### src/rtl/dlc_pkg.sv
// Shared definitions for the two-level read cache.
// Assumes: the response source code is 2 bits wide on the top-level port.
package dlc_pkg;
    typedef enum logic [1:0] {
        SRC_L1  = 2'd0,
        SRC_L2  = 2'd1,
        SRC_MEM = 2'd2
    } src_e;
endpackage

### src/rtl/dlc_store.sv
// Direct-mapped line store: one word per line, valid/tag/data per set.
// Lookup is combinational on look_addr, and it also exposes the resident line
// at that index. One write and one invalidate per cycle; on the same index the
// write wins. Assumes IDX_W < ADDR_W.
module dlc_store #(
    parameter int ADDR_W = 8,
    parameter int DATA_W = 16,
    parameter int IDX_W  = 2
) (
    input  logic              clk,
    input  logic              rst_n,
    input  logic [ADDR_W-1:0] look_addr,
    output logic              hit,
    output logic [DATA_W-1:0] hit_data,
    output logic              res_valid,
    output logic [ADDR_W-1:0] res_addr,
    output logic [DATA_W-1:0] res_data,
    input  logic              wr_en,
    input  logic [ADDR_W-1:0] wr_addr,
    input  logic [DATA_W-1:0] wr_data,
    input  logic              inv_en,
    input  logic [IDX_W-1:0]  inv_idx
);
    localparam int SETS  = 1 << IDX_W;
    localparam int TAG_W = ADDR_W - IDX_W;

    logic [SETS-1:0]   valid_q;
    logic [TAG_W-1:0]  tag_q  [SETS];
    logic [DATA_W-1:0] data_q [SETS];

    logic [IDX_W-1:0]  look_idx;
    logic [IDX_W-1:0]  wr_idx;

    assign look_idx = look_addr[IDX_W-1:0];
    assign wr_idx   = wr_addr[IDX_W-1:0];

    // Read side: resident line at the looked-up index and the hit test.
    always_comb begin
        res_valid = valid_q[look_idx];
        res_addr  = {tag_q[look_idx], look_idx};
        res_data  = data_q[look_idx];
        hit       = res_valid && (tag_q[look_idx] == look_addr[ADDR_W-1:IDX_W]);
        hit_data  = data_q[look_idx];
    end

    // Valid bits: cleared by reset, invalidate first, write overrides.
    always_ff @(posedge clk) begin
        if (!rst_n) begin
            valid_q <= '0;
        end else begin
            if (inv_en) valid_q[inv_idx] <= 1'b0;
            if (wr_en)  valid_q[wr_idx]  <= 1'b1;
        end
    end

    // Tag and data payload: written on fill, no reset needed.
    always_ff @(posedge clk) begin
        if (wr_en) begin
            tag_q[wr_idx]  <= wr_addr[ADDR_W-1:IDX_W];
            data_q[wr_idx] <= wr_data;
        end
    end
endmodule

### src/rtl/dlc_latency.sv
// Down-counter that models access latency. A load sets the remaining wait,
// and zero is flagged when the count is exhausted.
// Assumes load values fit in the derived width.
module dlc_latency #(
    parameter int MAX_WAIT = 8
) (
    input  logic                         clk,
    input  logic                         rst_n,
    input  logic                         load,
    input  logic [$clog2(MAX_WAIT)-1:0]  load_val,
    output logic                         zero
);
    localparam int CNT_W = $clog2(MAX_WAIT);

    logic [CNT_W-1:0] cnt_q;

    // Load on request, otherwise count down to zero and hold.
    always_ff @(posedge clk) begin
        if (!rst_n)              cnt_q <= '0;
        else if (load)           cnt_q <= load_val;
        else if (cnt_q != '0)    cnt_q <= cnt_q - 1'b1;
    end

    assign zero = (cnt_q == '0);
endmodule

### src/rtl/dual_level_cache.sv
// Two-level direct-mapped read cache controller with an inclusive or
// exclusive line policy chosen at elaboration (EXCLUSIVE). It serves one
// request at a time. A first-level hit answers next cycle; other requests
// block until the modeled latency ends, and all line moves happen on that
// final cycle. Assumes L2_IDX_W > L1_IDX_W (the second-level index contains
// the first-level index), 2 <= L2_LAT < MEM_LAT, and that mem_rdata follows
// mem_addr combinationally.
module dual_level_cache
    import dlc_pkg::*;
#(
    parameter int ADDR_W    = 8,
    parameter int DATA_W    = 16,
    parameter int L1_IDX_W  = 2,
    parameter int L2_IDX_W  = 4,
    parameter int L2_LAT    = 3,
    parameter int MEM_LAT   = 8,
    parameter bit EXCLUSIVE = 1'b0
) (
    input  logic              clk,
    input  logic              rst_n,
    input  logic              req_valid,
    output logic              req_ready,
    input  logic [ADDR_W-1:0] req_addr,
    output logic              resp_valid,
    output logic [DATA_W-1:0] resp_data,
    output logic [1:0]        resp_src,
    output logic              mem_rd,
    output logic [ADDR_W-1:0] mem_addr,
    input  logic [DATA_W-1:0] mem_rdata
);
    localparam int CNT_W = $clog2(MEM_LAT);
    localparam logic [CNT_W-1:0] L2_WAIT  = CNT_W'(L2_LAT - 2);
    localparam logic [CNT_W-1:0] MEM_WAIT = CNT_W'(MEM_LAT - 2);

    logic              busy_q;
    logic [ADDR_W-1:0] cur_addr_q;
    src_e              cur_src_q;

    logic [ADDR_W-1:0] look_addr;
    logic              accept, fin, tmr_zero;

    logic              l1_hit, l1_res_valid;
    logic [DATA_W-1:0] l1_hit_data, l1_res_data;
    logic [ADDR_W-1:0] l1_res_addr;
    logic              l2_hit, l2_res_valid;
    logic [DATA_W-1:0] l2_hit_data, l2_res_data;
    logic [ADDR_W-1:0] l2_res_addr;

    logic [DATA_W-1:0] fill_data;
    logic              l2_wr_en, l2_inv_en;
    logic [ADDR_W-1:0] l2_wr_addr;
    logic [DATA_W-1:0] l2_wr_data;

    assign req_ready = !busy_q;
    assign accept    = req_valid && req_ready;
    assign look_addr = busy_q ? cur_addr_q : req_addr;
    assign fin       = busy_q && tmr_zero;
    assign fill_data = (cur_src_q == SRC_L2) ? l2_hit_data : mem_rdata;
    assign mem_rd    = busy_q && (cur_src_q == SRC_MEM);
    assign mem_addr  = cur_addr_q;

    dlc_store #(.ADDR_W(ADDR_W), .DATA_W(DATA_W), .IDX_W(L1_IDX_W)) u_l1 (
        .clk(clk), .rst_n(rst_n), .look_addr(look_addr),
        .hit(l1_hit), .hit_data(l1_hit_data),
        .res_valid(l1_res_valid), .res_addr(l1_res_addr), .res_data(l1_res_data),
        .wr_en(fin), .wr_addr(cur_addr_q), .wr_data(fill_data),
        .inv_en(1'b0), .inv_idx('0)
    );

    dlc_store #(.ADDR_W(ADDR_W), .DATA_W(DATA_W), .IDX_W(L2_IDX_W)) u_l2 (
        .clk(clk), .rst_n(rst_n), .look_addr(look_addr),
        .hit(l2_hit), .hit_data(l2_hit_data),
        .res_valid(l2_res_valid), .res_addr(l2_res_addr), .res_data(l2_res_data),
        .wr_en(l2_wr_en), .wr_addr(l2_wr_addr), .wr_data(l2_wr_data),
        .inv_en(l2_inv_en), .inv_idx(cur_addr_q[L2_IDX_W-1:0])
    );

    dlc_latency #(.MAX_WAIT(MEM_LAT)) u_lat (
        .clk(clk), .rst_n(rst_n),
        .load(accept && !l1_hit),
        .load_val(l2_hit ? L2_WAIT : MEM_WAIT),
        .zero(tmr_zero)
    );

    // Second-level update policy, chosen by the mode parameter.
    generate
        if (EXCLUSIVE) begin : g_excl
            // Victim store: the first-level line displaced at completion
            // cascades down; a second-level hit frees its slot (swap).
            always_comb begin
                l2_wr_en   = fin && l1_res_valid;
                l2_wr_addr = l1_res_addr;
                l2_wr_data = l1_res_data;
                l2_inv_en  = fin && (cur_src_q == SRC_L2);
            end
        end else begin : g_incl
            // Superset store: memory fills land in both levels. The replaced
            // second-level line shares the first-level index, so the L1 fill
            // removes any copy of it.
            always_comb begin
                l2_wr_en   = fin && (cur_src_q == SRC_MEM);
                l2_wr_addr = cur_addr_q;
                l2_wr_data = mem_rdata;
                l2_inv_en  = 1'b0;
            end
        end
    endgenerate

    // Request tracking: latch a first-level miss and release it at completion.
    always_ff @(posedge clk) begin
        if (!rst_n) begin
            busy_q     <= 1'b0;
            cur_addr_q <= '0;
            cur_src_q  <= SRC_L1;
        end else if (accept && !l1_hit) begin
            busy_q     <= 1'b1;
            cur_addr_q <= req_addr;
            cur_src_q  <= l2_hit ? SRC_L2 : SRC_MEM;
        end else if (fin) begin
            busy_q     <= 1'b0;
        end
    end

    // Response register: one-cycle strobe with data and serving level.
    always_ff @(posedge clk) begin
        if (!rst_n) begin
            resp_valid <= 1'b0;
            resp_data  <= '0;
            resp_src   <= SRC_L1;
        end else begin
            resp_valid <= (accept && l1_hit) || fin;
            if (accept && l1_hit) begin
                resp_data <= l1_hit_data;
                resp_src  <= SRC_L1;
            end else if (fin) begin
                resp_data <= fill_data;
                resp_src  <= cur_src_q;
            end
        end
    end

    // in exclusive mode, the looked-up line is never resident in both levels.
    p_excl_disjoint_r12: assert property (@(posedge clk) disable iff (!rst_n)
        EXCLUSIVE |-> !(l1_hit && l2_hit));

    // in inclusive mode, any first-level hit is also a second-level hit.
    p_incl_superset_r7: assert property (@(posedge clk) disable iff (!rst_n)
        (!EXCLUSIVE && l1_hit) |-> l2_hit);

    // an accepted first-level hit is answered by the first level next cycle.
    p_l1_hit_next_r2: assert property (@(posedge clk) disable iff (!rst_n)
        (accept && l1_hit) |=> (resp_valid && resp_src == SRC_L1));

    // an accepted first-level miss blocks new requests on the next cycle.
    p_miss_blocks_r5: assert property (@(posedge clk) disable iff (!rst_n)
        (accept && !l1_hit) |=> (!req_ready && !resp_valid));

    // the fetch address holds steady while a memory fetch is outstanding.
    p_mem_addr_stable_r4: assert property (@(posedge clk) disable iff (!rst_n)
        (mem_rd && $past(mem_rd)) |-> $stable(mem_addr));
endmodule

### config.mk
export PLATFORM = sky130hd
export DESIGN_NAME = dual_level_cache
export DESIGN_NICKNAME = d
export VERILOG_FILES = /design/src/rtl/dlc_pkg.sv /design/src/rtl/dlc_store.sv /design/src/rtl/dlc_latency.sv /design/src/rtl/dual_level_cache.sv
export SDC_FILE = /design/constraint.sdc
export NUM_CORES = 1
export LEC_CHECK = 0
export CORE_MARGIN = 2
export CORE_UTILIZATION = 30
export DETAILED_ROUTE_END_ITERATION = 12
export DONT_BUFFER_PORTS = 1
export RECOVER_POWER = 100
export SYNTH_ARGS = -nofsm -noshare
export SYNTH_HDL_FRONTEND = slang
export SYNTH_HIERARCHICAL = 1
export SYNTH_SLANG_ARGS = --single-unit
### constraint.sdc
create_clock -name clk -period 3.5 [get_ports clk]
set_input_delay 0.35 -clock clk [delete_from_list [all_inputs] [get_ports clk]]
set_output_delay 0.35 -clock clk [all_outputs]
set_load 0.03 [all_outputs]
==> out/qor.csv, run 1 <==
stage,metric,value,unit
outcome,status,"finished, violations left",
outcome,failing checks,"max-capacitance violations, max-slew violations",
cts,CTS tree,built,
layout,Final Cell Area,21400,um2
placement,port bufs,0,
timing,RSZ-0062 raised after global routing,false,
global_routing,initial antenna violation count,4,
power_and_ir_drop,sw frac,21.4,%
cts,Num CTS Buffers,48,
timing,min cycle time layout,3.35,ns
layout,Final Net Count,1015,
yosys,synthesized area,18400,um2
placement,DP Area,19700,um2
layout,multi-input logic area,4860,um2
placement,Routability Congestion,0.707,
detailed_routing,Total Wirelength,42200,um
power_and_ir_drop,leak pwr,6.75,nW
critical_path,critical path endpoint category,register,
global_routing,GRT Util Overall,13.4,%
floorplanning,io pins,56,
timing,Final Hold Vio Count,0,
yosys,Yosys warnings,6,
yosys,Mapped Avg Cell Area,20.5,um2
floorplanning,Die X,251,um
critical_path,CP required,3.94,ns
worst_hold_path,hold_sp,rst_n,
timing,FMAX,298,MHz
critical_path,Worst Path Max Fanout,13,
run,Max-cap violations,2,
power_and_ir_drop,Power Density,568,nW/um2
timing,Max transition margin,-6.91,%
detailed_routing,drt first pass iters,5,
cts,CTS Buffer Depth,3,
cts,Root Buffer,clkbuf_16,
detailed_routing,Iter 0 DRT Violations,699,
power_and_ir_drop,switching pwr,2.60,mW
power_and_ir_drop,Gate power share,7.6,%
global_routing,gr ovfl total,0,
power_and_ir_drop,clock share of power,42.3,%
critical_path,CP Launch Point,busy_q,
floorplanning,core area,60500,um2
detailed_routing,Routed Antenna Nets,0,
timing,clock skew,0.0249,ns
global_routing,global-route wire length before repair,62200,um
timing,fin crit share,95.7,%
timing,Worst Tran Pin Value,1.60,ns
timing,WHS,0.0506,ns
floorplanning,Die Y,251,um
layout,Area growth syn-to-layout,16.6,%
detailed_routing,routed via count,8963,
cts,"Reg clk slew, reported paths",0.06,ns
floorplanning,Initial Util,30.4,%
global_routing,vias in the first global route,9262,
critical_path,critical path type,register to register,
placement,dpl hpwl,23100,um
layout,Fill cells,5534,
critical_path,CP Launch Type,register,
detailed_routing,vias per cell,4.95,
layout,most frequent cells in the layout,"edfxtp_1 (408), mux4_2 (113), dfxtp_1 (53), clkbuf_16 (49), o21a_1 (35)",
layout,share of cells above drive strength 1,24.4,%
floorplanning,Rows,90,
detailed_routing,WL/cell,23.3,um
power_and_ir_drop,sequential power share,50.1,%
cts,postcts setup bufs,0,
layout,register area,13300,um2
yosys,Post-Synthesis Cells,897,
power_and_ir_drop,P_int,9.56,mW
cts,Clock Sinks,461,
worst_hold_path,worst min-delay path class,input pin to register,
detailed_routing,# DRC,0,
timing,Pins Over Slew Limit,41,
critical_path,arrival time at the worst endpoint,3.79,ns
global_routing,largest net degree at the start of global routing,53,
layout,"commonest non-fill, non-tap cell in the layout",edfxtp_1,
timing,Final Setup Violations,0,
floorplanning,Die Area,63200,um2
cts,worst skew pair latency,0.58,ns
critical_path,r2r startpoint,busy_q,
power_and_ir_drop,maximum VDD drop,0.000362,V
cts,H-tree lvl count,2,
state kept, by name (all words and copies together), names as in the netlist:
signal	cells
busy_q	1
cur_src_q	2
mem_addr	8
resp_data	16
resp_src	2
resp_valid	1
u_l1/data_q	64
u_l1/tag_q	24
u_l1/valid_q	4
u_l2/data_q	256
u_l2/tag_q	64
u_l2/valid_q	16
u_lat/cnt_q	3
cell type report:
type | count | area share [%]
Timing Repair Buffer | 76 | 2.91
Antenna cell | 2 | 0.0234
Inverter | 8 | 0.140
Clock inverter | 24 | 1.29
Multi-Input combinational cell | 391 | 22.7
Sequential cell | 461 | 62.2
Tap cell | 782 | 4.57
Clock buffer | 66 | 6.17
routing by layer:
metal	wire, um	vias up	global-route usage [%]	share of wire, %
met4	711	4	3.72	1.7
met3	2670	52	3.20	6.3
met5	33	-	0	0.078
li1	-	3889	-	-
met1	17900	4793	17.4	42
met2	20900	225	22.4	49
timing repair:
item                      CTS  global route
gates resized for setup     0             0
hold endpoints to repair  309             0
hold buffers               26             0
stage by stage:
step           worst slack, ns  TNS (ns)  utilization [%]  std cells  total power, mW
2_1_floorplan           -0.631    -34.09                -        912             6.87
3_3_place_gp             0.192         0             32.6       1692             7.07
3_5_place_dp             0.185         0             32.6       1692             7.08
4_1_cts                  0.152         0             35.7       1808             12.3
5_1_grt                 0.0116         0             35.4       1810             12.6
6_report                 0.150         0             35.4       1810             12.2
worst max-delay path, stage by stage, from the launching register on:
cell and delay, ns:
dfxtp_1 0.52, mux2_4 0.41, mux4_2 0.55, or4b_2 0.62, nand2_1 0.09, o31ai_1 0.08
nor4b_2 0.36, buf_4 0.19, inv_1 0.06, or2b_1 0.22, o311a_1 0.12
path summary, 6_finish.rpt:
path	slack, ns	to	depth (start not counted)
max	0.15	u_lat/cnt_q[2]	10
min	0.05	resp_data[1]	3
max reg2reg	0.15	u_lat/cnt_q[2]	10
min reg2reg	0.52	u_l1/valid_q[1]	2
power by group through the flow:
stage	clock network (mW)	registers (mW)	logic, mW
after floorplan	0	6.22	0.645
after global placement	0	6.21	0.865
after detailed placement	0	6.21	0.873
after CTS	5.28	6.09	0.950
after global routing	5.47	6.09	0.994
final	5.14	6.09	0.918
(Power assumes the default switching activity.)
==> run 2: changes to the inputs <==
==> constraint.sdc (replaced) <==
create_clock -name clk -period 4 [get_ports clk]
set_input_delay 0.4 -clock clk [delete_from_list [all_inputs] [get_ports clk]]
set_output_delay 0.4 -clock clk [all_outputs]
set_load 0.03 [all_outputs]
==> run 2 against run 1 <==
The run still ends with max-capacitance violations, max-slew violations left; worst hold slack worse by 0.029 ns; die area is the same; worst setup slack improved by 0.19 ns.
==> out/qor.csv, run 2 (synthesis results as in run 1) <==
stage,metric,value,unit
worst_hold_path,worst min-delay path class,input pin to register,
cts,Root Buffer,clkbuf_16,
layout,Largest Register,u_l2/data_q,
floorplanning,io pins,56,
placement,Routability Congestion,0.725,
cts,CTS tree,built,
floorplanning,Rows,90,
cts,cts repair resizes,0,
placement,DP Area,19700,um2
timing,final setup margin,0.340,ns
cts,cts hold-fix bufs,22,
power_and_ir_drop,leak pwr,6.60,nW
timing,clock skew,0.0113,ns
layout,Final Net Count,1011,
outcome,failing checks,"max-capacitance violations, max-slew violations",
timing,Worst Tran Pin Value,1.72,ns
cts,worst skew pair latency,0.56,ns
placement,dpl hpwl,24300,um
layout,"Cell Count, Final, Fillers Out",1806,
cts,H-tree lvl count,2,
layout,"commonest non-fill, non-tap cell in the layout",edfxtp_1,
placement,port bufs,0,
cts,CTS Buffer Depth,3,
global_routing,global-route wire length before repair,63100,um
layout,most frequent cells in the layout,"edfxtp_1 (408), mux4_2 (113), dfxtp_1 (53), clkbuf_16 (45), o21a_1 (35)",
floorplanning,Die X,251,um
global_routing,initial antenna violation count,4,
detailed_routing,WL/cell,23.7,um
layout,Final Cell Area,21100,um2
layout,max reg flops,256,
worst_hold_path,Worst Hold Depth,1,
global_routing,GRT Util Overall,13.6,%
critical_path,arrival time at the worst endpoint,3.85,ns
global_routing,gr ovfl total,0,
floorplanning,Die Y,251,um
timing,RSZ-0062 raised after global routing,false,
layout,Area growth syn-to-layout,14.9,%
global_routing,vias in the first global route,9156,
critical_path,CP required,4.19,ns
cts,Num CTS Buffers,45,
timing,Final Hold Vio Count,0,
power_and_ir_drop,Power Density,481,nW/um2
critical_path,critical path endpoint category,register,
detailed_routing,Routed Antenna Nets,0,
detailed_routing,Total Wirelength,42800,um
detailed_routing,vias per cell,4.96,
timing,fin crit share,91.5,%
power_and_ir_drop,maximum VDD drop,0.000299,V
timing,Pins Over Slew Limit,40,
detailed_routing,drt first pass iters,4,
cts,"Reg clk slew, reported paths",0.06,ns
timing,WHS,0.0212,ns
cts,postcts setup bufs,0,
layout,share of cells above drive strength 1,22.2,%
placement,dpl cells,1695,
timing,FMAX,273,MHz
timing,Max transition margin,-14.4,%
critical_path,CP Launch Type,register,
cts,Clock Sinks,461,
run,Max-cap violations,3,
detailed_routing,Iter 0 DRT Violations,749,
floorplanning,Die Area,63200,um2
floorplanning,core area,60500,um2
floorplanning,Initial Util,30.4,%
detailed_routing,routed via count,8956,
timing,Final Setup Violations,0,
detailed_routing,# DRC,0,
outcome,status,"finished, violations left",
critical_path,R2R cell count,7,
layout,Top Registers,"u_l2/data_q (256), u_l1/data_q (64), u_l2/tag_q (64)",
placement,pre-CTS WS,0.453,ns
global_routing,largest net degree at the start of global routing,50,
critical_path,Worst Path Max Fanout,16,
timing,min cycle time layout,3.66,ns
critical_path,critical path type,register to register,
==> run 2: critical path, stage by stage (launching register included) <==
cell,delay (ns)
dfxtp_1,0.49
buf_4,0.22
nand2_1,0.06
nor2_1,0.13
and2_0,0.34
nand2_1,0.25
nor3_1,1.07
clkbuf_2,0.72
==> run 2: layer usage <==
metal  vias to the layer above  global-route usage, %  part of all wire, %
li1                       3878                      -                    -
met1                      4788                   18.0                   43
met2                       232                   22.9                   49
met3                        54                   2.95                  6.1
met4                         4                   3.16                  1.7
met5                         -                      0                0.063
==> run 2: power by group <==
group / total, mW / internal [mW] / switching (mW)
sequential: 5.33 / 5.29 / 0.0430
clock: 4.02 / 2.26 / 1.76
combinational: 0.794 / 0.368 / 0.426
total: 10.1 / 7.91 / 2.23
==> run 2: area by class of cell <==
class / count / area [um2]
Antenna cell: 6 / 15.0
Clock buffer: 58 / 1200
Clock inverter: 25 / 174
Fill cell: 5550 / 39400
Inverter: 8 / 30.0
Multi-Input combinational cell: 391 / 4780
Sequential cell: 461 / 13300
Tap cell: 782 / 978
Timing Repair Buffer: 75 / 603
==> run 2: path summary, 6_finish.rpt <==
path	start	slack, ns	to
worst min-delay path	rst_n	0.02	resp_data[14]
worst min register to register	cur_src_q[0]	0.51	resp_src[0]
worst max register to register	busy_q	0.34	u_l2/data_q[3][9]
worst max-delay path	busy_q	0.34	u_l2/data_q[3][9]
==> run 2: metrics by stage <==
step / setup TNS, ns / total power [mW] / util [%]
after floorplan: -5.32 / 6.01 / -
after global placement: 0 / 6.19 / 32.7
after detailed placement: 0 / 6.20 / 32.7
after CTS: 0 / 10.3 / 35.3
after global routing: 0 / 10.5 / 34.9
final: 0 / 10.1 / 34.9
